### src/rtl/mon_hs_pkg.sv
package mon_hs_pkg;
  localparam logic [7:0] IDLE_BYTE = 8'hFF;

  typedef enum logic [2:0] {
    RX_IDLE, RX_LOOK, RX_ACK, RX_GAP, RX_DROP
  } rx_st_e;

  typedef enum logic [2:0] {
    TX_IDLE, TX_FETCH, TX_WAIT, TX_LATCH, TX_ARM, TX_SEND
  } tx_st_e;
endpackage

### src/rtl/mon_rx.sv
module mon_rx
  import mon_hs_pkg::*;
#(
  parameter int          AW     = 8,
  parameter logic [7:0]  CMD_WR = 8'hA0,
  parameter logic [7:0]  CMD_RD = 8'hA1
) (
  input  logic          clk,
  input  logic          rst,
  input  logic          frm_vld,
  input  logic          dn_mx,
  input  logic [7:0]    dn_mon,
  input  logic          tx_busy,
  output logic          up_mr,
  output logic          wr_en,
  output logic [AW-1:0] wr_addr,
  output logic [7:0]    wr_data,
  output logic          rd_start,
  output logic [AW-1:0] rd_base
);
  rx_st_e        st;
  logic [7:0]    cap;
  logic [7:0]    cmd;
  logic [1:0]    idx;
  logic [AW-1:0] ofs;
  logic          quiet;

  always_ff @(posedge clk) begin
    if (rst) begin
      st <= RX_IDLE; cap <= '0; cmd <= '0; idx <= '0; ofs <= '0; quiet <= 1'b0;
      up_mr <= 1'b1; wr_en <= 1'b0; wr_addr <= '0; wr_data <= '0;
      rd_start <= 1'b0; rd_base <= '0;
    end else begin
      wr_en    <= 1'b0;
      rd_start <= 1'b0;
      if (frm_vld) begin
        case (st)
          RX_IDLE: if (!dn_mx && !tx_busy) begin
            cap <= dn_mon; st <= RX_LOOK;
          end
          RX_LOOK: begin
            if (dn_mx) begin
              st <= RX_DROP; quiet <= 1'b1;
            end else if (dn_mon != cap) begin
              st <= RX_DROP; quiet <= 1'b0;
            end else begin
              up_mr <= 1'b0;
              st    <= RX_ACK;
              case (idx)
                2'd0: begin cmd <= cap; idx <= 2'd1; end
                2'd1: begin rd_base <= cap[AW-1:0]; ofs <= '0; idx <= 2'd2; end
                default: if (cmd == CMD_WR) begin
                  wr_en   <= 1'b1;
                  wr_addr <= rd_base + ofs;
                  wr_data <= cap;
                  ofs     <= ofs + 1'b1;
                end
              endcase
            end
          end
          RX_ACK: if (dn_mx) begin
            up_mr <= 1'b1; st <= RX_GAP;
          end
          RX_GAP: begin
            if (!dn_mx) begin
              cap <= dn_mon; st <= RX_LOOK;
            end else begin
              st  <= RX_IDLE;
              idx <= '0;
              if (cmd == CMD_RD && idx == 2'd2) rd_start <= 1'b1;
            end
          end
          RX_DROP: begin
            if (dn_mx) begin
              if (quiet) begin st <= RX_IDLE; idx <= '0; end
              quiet <= 1'b1;
            end else begin
              quiet <= 1'b0;
            end
          end
          default: st <= RX_IDLE;
        endcase
      end
    end
  end

  p_ack_look_r3: assert property (@(posedge clk) disable iff (rst)
    $fell(up_mr) |-> ($past(frm_vld) && $past(st) == RX_LOOK && $past(dn_mon) == $past(cap) && !$past(dn_mx)));

  p_wr_frame_r5: assert property (@(posedge clk) disable iff (rst)
    wr_en |-> ($past(frm_vld) && $past(cmd) == CMD_WR && $past(idx) == 2'd2));

  p_end_two_idle_r6: assert property (@(posedge clk) disable iff (rst)
    rd_start |-> ($past(frm_vld) && $past(st) == RX_GAP && $past(dn_mx)));
endmodule

### src/rtl/mon_tx.sv
module mon_tx
  import mon_hs_pkg::*;
#(
  parameter int AW     = 8,
  parameter int RD_LEN = 2,
  localparam int LW    = $clog2(RD_LEN + 1)
) (
  input  logic          clk,
  input  logic          rst,
  input  logic          frm_vld,
  input  logic          dn_mr,
  input  logic          up_mx_smp,
  input  logic          rd_start,
  input  logic [AW-1:0] rd_base,
  input  logic [7:0]    rd_data,
  output logic          up_mx,
  output logic [7:0]    up_mon,
  output logic          rd_en,
  output logic [AW-1:0] rd_addr,
  output logic          busy
);
  tx_st_e     st;
  logic [LW-1:0] left;
  logic [7:0] byte_q;

  assign busy = (st != TX_IDLE);

  always_ff @(posedge clk) begin
    if (rst) begin
      st <= TX_IDLE; left <= '0; byte_q <= '0;
      up_mx <= 1'b1; up_mon <= IDLE_BYTE; rd_en <= 1'b0; rd_addr <= '0;
    end else begin
      rd_en <= 1'b0;
      case (st)
        TX_IDLE: if (rd_start) begin
          rd_addr <= rd_base; left <= LW'(RD_LEN); st <= TX_FETCH;
        end
        TX_FETCH: begin rd_en <= 1'b1; st <= TX_WAIT; end
        TX_WAIT:  st <= TX_LATCH;
        TX_LATCH: begin byte_q <= rd_data; st <= TX_ARM; end
        TX_ARM: if (frm_vld) begin
          up_mx <= 1'b0; up_mon <= byte_q; st <= TX_SEND;
        end
        TX_SEND: if (frm_vld) begin
          if (up_mx_smp != up_mx) begin
            up_mx <= 1'b1; up_mon <= IDLE_BYTE; left <= '0; st <= TX_IDLE;
          end else if (!dn_mr) begin
            up_mx   <= 1'b1;
            up_mon  <= IDLE_BYTE;
            rd_addr <= rd_addr + 1'b1;
            left    <= left - 1'b1;
            st      <= (left == LW'(1)) ? TX_IDLE : TX_FETCH;
          end
        end
        default: st <= TX_IDLE;
      endcase
    end
  end

  p_collision_abort_r8: assert property (@(posedge clk) disable iff (rst)
    (frm_vld && st == TX_SEND && up_mx_smp != up_mx) |=> (up_mx && st == TX_IDLE));

  p_idle_byte_r2: assert property (@(posedge clk) disable iff (rst)
    up_mx |-> (up_mon == IDLE_BYTE));

  p_strobe_on_frame_r7: assert property (@(posedge clk) disable iff (rst)
    $fell(up_mx) |-> ($past(frm_vld) && $past(st) == TX_ARM));
endmodule

### src/rtl/ci_filt.sv
module ci_filt #(
  parameter int CI_W = 6
) (
  input  logic            clk,
  input  logic            rst,
  input  logic            frm_vld,
  input  logic [CI_W-1:0] dn_ci,
  input  logic [CI_W-1:0] core_ci_in,
  output logic [CI_W-1:0] core_ci_out,
  output logic            core_ci_chg,
  output logic [CI_W-1:0] up_ci
);
  logic [CI_W-1:0] last_ci;

  always_ff @(posedge clk) begin
    if (rst) begin
      last_ci <= '1; core_ci_out <= '1; core_ci_chg <= 1'b0; up_ci <= '1;
    end else begin
      core_ci_chg <= 1'b0;
      if (frm_vld) begin
        last_ci <= dn_ci;
        up_ci   <= core_ci_in;
        if (dn_ci == last_ci && dn_ci != core_ci_out) begin
          core_ci_out <= dn_ci;
          core_ci_chg <= 1'b1;
        end
      end
    end
  end

  p_ci_two_frames_r9: assert property (@(posedge clk) disable iff (rst)
    !$stable(core_ci_out) |-> ($past(frm_vld) && core_ci_chg && core_ci_out == $past(dn_ci) && $past(last_ci) == $past(dn_ci)));

  p_upci_hold_r10: assert property (@(posedge clk) disable iff (rst)
    !$past(frm_vld) |-> $stable(up_ci));
endmodule

### src/rtl/mon_hs_top.sv
module mon_hs_top
  import mon_hs_pkg::*;
#(
  parameter int         AW     = 8,
  parameter int         CI_W   = 6,
  parameter int         RD_LEN = 2,
  parameter logic [7:0] CMD_WR = 8'hA0,
  parameter logic [7:0] CMD_RD = 8'hA1
) (
  input  logic            clk,
  input  logic            rst,
  input  logic            frm_vld,
  input  logic [7:0]      dn_mon,
  input  logic            dn_mx,
  input  logic            dn_mr,
  input  logic [CI_W-1:0] dn_ci,
  input  logic            up_mx_smp,
  output logic [7:0]      up_mon,
  output logic            up_mx,
  output logic            up_mr,
  output logic [CI_W-1:0] up_ci,
  input  logic [CI_W-1:0] core_ci_in,
  output logic [CI_W-1:0] core_ci_out,
  output logic            core_ci_chg,
  output logic            reg_we,
  output logic            reg_re,
  output logic [AW-1:0]   reg_addr,
  output logic [7:0]      reg_wdata,
  input  logic [7:0]      reg_rdata
);
  logic          tx_busy;
  logic          rd_start;
  logic [AW-1:0] rd_base;
  logic [AW-1:0] wr_addr;
  logic [AW-1:0] rd_addr;

  mon_rx #(.AW(AW), .CMD_WR(CMD_WR), .CMD_RD(CMD_RD)) u_rx (
    .clk(clk), .rst(rst), .frm_vld(frm_vld), .dn_mx(dn_mx), .dn_mon(dn_mon),
    .tx_busy(tx_busy), .up_mr(up_mr), .wr_en(reg_we), .wr_addr(wr_addr),
    .wr_data(reg_wdata), .rd_start(rd_start), .rd_base(rd_base)
  );

  mon_tx #(.AW(AW), .RD_LEN(RD_LEN)) u_tx (
    .clk(clk), .rst(rst), .frm_vld(frm_vld), .dn_mr(dn_mr), .up_mx_smp(up_mx_smp),
    .rd_start(rd_start), .rd_base(rd_base), .rd_data(reg_rdata),
    .up_mx(up_mx), .up_mon(up_mon), .rd_en(reg_re), .rd_addr(rd_addr), .busy(tx_busy)
  );

  ci_filt #(.CI_W(CI_W)) u_ci (
    .clk(clk), .rst(rst), .frm_vld(frm_vld), .dn_ci(dn_ci), .core_ci_in(core_ci_in),
    .core_ci_out(core_ci_out), .core_ci_chg(core_ci_chg), .up_ci(up_ci)
  );

  assign reg_addr = reg_we ? wr_addr : rd_addr;

  p_no_rw_clash_r7: assert property (@(posedge clk) disable iff (rst)
    !(reg_we && reg_re));

  p_tx_after_rx_r6: assert property (@(posedge clk) disable iff (rst)
    $fell(up_mx) |-> up_mr);
endmodule

### config.mk
export PLATFORM = sky130hd
export DESIGN_NAME = mon_hs_top
export DESIGN_NICKNAME = d
export VERILOG_FILES = /design/src/rtl/mon_hs_pkg.sv /design/src/rtl/mon_rx.sv /design/src/rtl/mon_tx.sv /design/src/rtl/ci_filt.sv /design/src/rtl/mon_hs_top.sv
export SDC_FILE = /design/constraint.sdc
export NUM_CORES = 1
export LEC_CHECK = 0
export BUFFER_PORTS_ARGS = -buffer_cell sky130_fd_sc_hd__buf_4
export CAP_MARGIN = 20
export CORE_UTILIZATION = 61
export CTS_CLUSTER_DIAMETER = 120
export CTS_CLUSTER_SIZE = 14
export DETAILED_ROUTE_END_ITERATION = 8
export PLACE_DENSITY = 0.95
export SYNTH_ARGS = -nofsm -noshare
export SYNTH_HDL_FRONTEND = slang
export SYNTH_HIERARCHICAL = 1
export SYNTH_SLANG_ARGS = --single-unit
### constraint.sdc
create_clock -name clk -period 6 [get_ports clk]
set_input_delay 1.8 -clock clk [delete_from_list [all_inputs] [get_ports clk]]
set_output_delay 1.8 -clock clk [all_outputs]
set_load 0.005 [all_outputs]
# Word-level counts from Yosys, hierarchy flattened
# Cells that the tools add are included.
totals:
  regBits: 107
  ramBits: 0
  latchBits: 0
  out_inout_bits: 41
  word_cells: 162
  rom_bits: 0
  mem_count: 0
op_classes:
  bitwise_logic: 7
  n_reduce_logical: 34
  addsub: 4
  n_shift: 0
  magnitude_cmp: 0
  multipliers: 0
  eq_ne: 34
  muxes: 60
  n_div: 0
ops:
  columns: ["operator", "n"]
  rows:
  - ["two-way mux 8 bit", 12]
  - ["one-hot mux 8 bit (2 select lines)", 4]
  - ["two-way mux 3 bit", 11]
  - ["AND reduction 5 bit", 5]
  - ["inequality test 2 bit (second input constant)", 11]
  - ["two-way mux 2 bit", 9]
  - ["one-hot mux 3 bit (6 select lines)", 1]
  - ["adder 8 x 1 -> 8 bit (second input constant)", 2]
  - ["== test 8 bit (second input constant)", 2]
  - ["two-way mux 1 bit", 16]
  - ["AND reduction 4 bit", 4]
  - ["one-hot mux 3 bit (5 select lines)", 1]
  - ["== test 3 x 2 -> 1 bit (second input constant)", 4]
  - ["AND reduction 6 bit", 2]
  - ["nonzero test 2 bit", 6]
  - ["== test 3 bit (second input constant)", 3]
  - ["adder 8 bit", 1]
  - ["inequality test 8 bit", 1]
  - ["one-hot mux 2 bit (2 select lines)", 2]
  - ["AND reduction 8 bit", 1]
  - ["inverter 1 bit", 7]
  - ["OR reduction 7 bit", 1]
  - ["== test 3 x 1 -> 1 bit (second input constant)", 2]
  - ["== test 6 bit", 1]
  - ["other kinds (19)", 30]

# Longest topological paths before layout
depth:
  depth_word: 6
  mapped_depth: 8
  mapped_depth_nobuf: 8

# By module
# The synthesis kept the hierarchy.
modules_own_cells:
  columns: ["module", "instances", "seq_area_each_um2", "area_per_inst_um2", "cells_per_inst"]
  rows:
  - ["mon_rx", 1, 1141.1, 2808.9, 333]
  - ["mon_tx", 1, 620.6, 1491.4, 161]
  - ["ci_filt", 1, 380.4, 847.1, 83]
  - ["mon_hs_top", 1, 0.0, 131.4, 9]

# Worst setup path after synthesis
# Ideal clock, no wire load.
synth_path:
  kind: "input to register"
  from: "input port dn_mx"
  to: "register u_rx.ofs[2]"
  t_required_ns: 5.930
  cell_stages: 6
  arrival_time_ns: 3.564
  path_buffers: 2
  setup_ns: 0.070
  setup_slack_ns: 2.366
  path_cell_list: "clkbuf_1 > or4_4 > or4_1 > buf_2 > or3_1 > a21oi_1"
synth_between:
  elab_chain_len: 2
synth_rtl:
  columns: ["item", "line", "text"]
  rows:
  - ["start, declared", "mon_hs_top.sv:14", "input logic dn_mx,"]
  - ["inverter 1 bit (no line)", null, null]
  - ["AND reduction 6 bit (no line)", null, null]
  - ["end signal, assigned", "mon_rx.sv:56", "ofs <= ofs + 1'b1;"]
  - ["end, declared", "mon_rx.sv:25", "logic [AW-1:0] ofs;"]
# Every way passes these cells.
# A chain may end at the register's enable or synchronous reset.

# Final worst setup path
layout_path:
  from: "input port frm_vld"
  to: "register u_rx.ofs[2]"
layout_between:
  elab_chain_len: 1
layout_rtl:
  columns: ["item", "line", "text"]
  rows:
  - ["start, declared", "mon_hs_top.sv:12", "input logic frm_vld,"]
  - ["AND reduction 6 bit (no line)", null, null]
# Every way passes these cells.

==> flow_summary.ini <==
[outcome]
outcome = finished, final reports clean

[yosys]
ys_warn_count = 6
muxShareOfSynthArea_pct = 11.99
ys_async_sr_fraction_pct = 0
ys_dominant_reg_cell = dfxtp_1
syn_area_sq_um = 5279
syn_nets = 631
synth_fa_ha_area_share_pct = 2.749
synthXorXnorAreaFrac_pct = 4.646
yosysUniqueCellTypes = 68
synth_compound_area_share_pct = 12.89
yosys.area_share.simple_pct = 22.85
syn_area_per_cell_sq_um = 9.008
synth_top_family_by_area = simple AND/OR/NAND/NOR gates
synth-seq-cells = 107
ys_seq_area_share_pct = 40.58
synthCells = 586
synth_edf_count = 0

[route]
vias_per_cell = 6.008
drtAntennaViolNets = 0
vias = 4512
routedWlPerCell_um = 16.32
drt-pass1-iter-count = 7
finalWirelength_um = 12260
post-route-drc-count = 0
drtIter0Drc = 394

[timing]
final.min_clock_period_ns = 3.733
min_period_over_period_pct = 62.22
finalSetupViolations = 0
slew_headroom_pct = 44.90
fin_skew_ns = 0.01485
setup_ws_ns = 2.267
worst_hold_slack_ns = 0.4584
max_slew.worst_pin.slew_ns = 0.8240
hold_viol_final = 0
rsz0062_at_grt = false
drv_slew = 0
finalSetupTns_ns = 0
fmaxAchievable_mhz = 267.9

[global_route]
track_usage_pct = 28.09
grt_pass1_vias = 4174
overflow = 0
grt_pass1_wl_um = 19750
grt_max_degree = 80
antenna_found_initial = 0

[place]
dp_hpwl_um = 8472
post-place-ws_ns = 1.933
finalWeightedCongestion = 0.8715
io_buffers = 74
placed_area_sq_um = 5821

[worst_setup_path]
end_kind = register
required_ns = 6.32
start_kind = primary input
cp_max_fo = 38
worstSetupPathType = primary input to register
crit_arrival_ns = 4.05

[cts]
cts_num_sinks = 107
root_buffer = clkbuf_8
path_clk_slew_ns = 0.10
cts_buffer_depth = 2
cts_made_buffers = 9
cts_setup_buffers = 0
post_cts_resized = 0
h-tree-depth = 3
ctsHoldBuffers = 0
cts_tree = yes
clk_latency_ns = 0.39

[final_layout]
diodes = 0
mostFrequentLayoutCells = 107 x dfxtp_1, 77 x buf_4, 70 x nand2_1
drive_gt1_share_pct = 18.58
final_common_cell = dfxtp_1
finish.utilization_pct = 72.77
areaGrowthSynthToFinish_pct = 14.41
fin_nets = 686
postLayoutCellArea_sq_um = 6040

[floorplanning]
dieArea_sq_um = 9030
die_h_um = 95.03
die_w_um = 95.03
boundaryPins = 75
core_area_sq_um = 8299
initial_core_util_pct = 63.61
num_rows = 33

[pwr]
p_leak_uw = 0.002422
pwr-share-comb_pct = 7.4
switchingPower_uw = 335.0
clockPowerShare_pct = 36.5
vdd_drop_max_v = 0.0001459
switching_share_pct = 25.65
power-per-cell-area_nw_per_um2 = 216.2
p_seq_share_pct = 56.1
p_int_uw = 971.0

[min_path]
hold_path.class = register to register

[flow_run]
drv_cap = 0
state kept, by name, summed over array words and instances, names as in the netlist, 8 cells and up:
signal        flops
u_rx/cap          8
u_rx/cmd          8
u_rx/wr_addr      8
u_tx/rd_addr      8
u_rx/ofs          8
u_rx/rd_base      8
u_tx/up_mon       8
u_tx/byte_q       8
u_rx/wr_data      8
power by group through the flow:
stage	Clock [uW]	Sequential (uW)	Combinational, uW
after floorplan	0	744	59.8
after global placement	0	748	92.2
after detailed placement	0	749	95.6
after CTS	486	733	96.3
after global routing	519	735	106
final	477	733	96.6
critical path, stage by stage:
cell and delay [ns]:
buf_4 0.31, nor4bb_1 0.42, nand3_1 0.18, or4_1 0.75, or3_1 0.45, a21oi_1 0.14
final cells by class:
class                           count  area, sq um
Clock inverter                      7        95.09
Clock buffer                        9        123.9
Multi-Input combinational cell    432         2917
Inverter                           14        52.55
Sequential cell                   107         2142
Timing Repair Buffer               77        578.1
Tap cell                          105        131.4
Fill cell                         592         2260
cell families after synthesis:
family,Yosys count
muxes,59
buffers and inverters,47
adders and majority gates,11
AOI/OAI and AO/OA,103
DFF,107
xor gates and xnor gates,28
and+or+nand+nor,231
metal layers:
layer / routed length [um] / track usage, % / up-vias
met1: 5109 / 35.72 / 2113
met2: 6036 / 46.70 / 195
li1: - / - / 2169
met4: 355 / 11.99 / 0
met5: 0 / 0 / -
met3: 759 / 5.104 / 35
metrics by stage:
step | total power, uW | std cells
2_1_floorplan | 803.9 | 586
3_3_place_gp | 840.1 | 734
3_5_place_dp | 844.2 | 735
4_1_cts | 1315 | 751
5_1_grt | 1360 | 751
6_report | 1306 | 751
final timing paths:
check	from	endpoint	slack, ns	cells after the start
worst max-delay path	frm_vld	u_rx/ofs[2]$_SDFFE_PP0P_	2.27	6
worst min register to register	u_rx/wr_data[2]$_SDFFE_PP0P_	u_rx/wr_data[2]$_SDFFE_PP0P_	0.46	2
worst max register to register	u_rx/idx[1]$_SDFFE_PP0P_	u_rx/ofs[2]$_SDFFE_PP0P_	3.29	5
worst min-delay path	u_rx/wr_data[2]$_SDFFE_PP0P_	u_rx/wr_data[2]$_SDFFE_PP0P_	0.46	2
synth_stat cells, drive strengths merged (9+ instances only):
cell / n / area (sq um)
nand2b: 9 / 56.30
xnor2: 18 / 157.7
clkbuf: 24 / 111.4
a211o: 12 / 106.4
inv: 14 / 52.55
nor2b: 15 / 93.84
nand3: 15 / 75.07
xor2: 10 / 87.58
mux2: 10 / 142.6
nor2: 50 / 190.2
nor3: 13 / 81.33
mux2i: 49 / 490.5
o21ai: 23 / 115.1
buf: 9 / 62.55
ha: 10 / 125.1
nand2: 70 / 262.8
a21oi: 35 / 178.9
dfxtp: 107 / 2142
No activity file was read; power rests on OpenSTA's default activity.
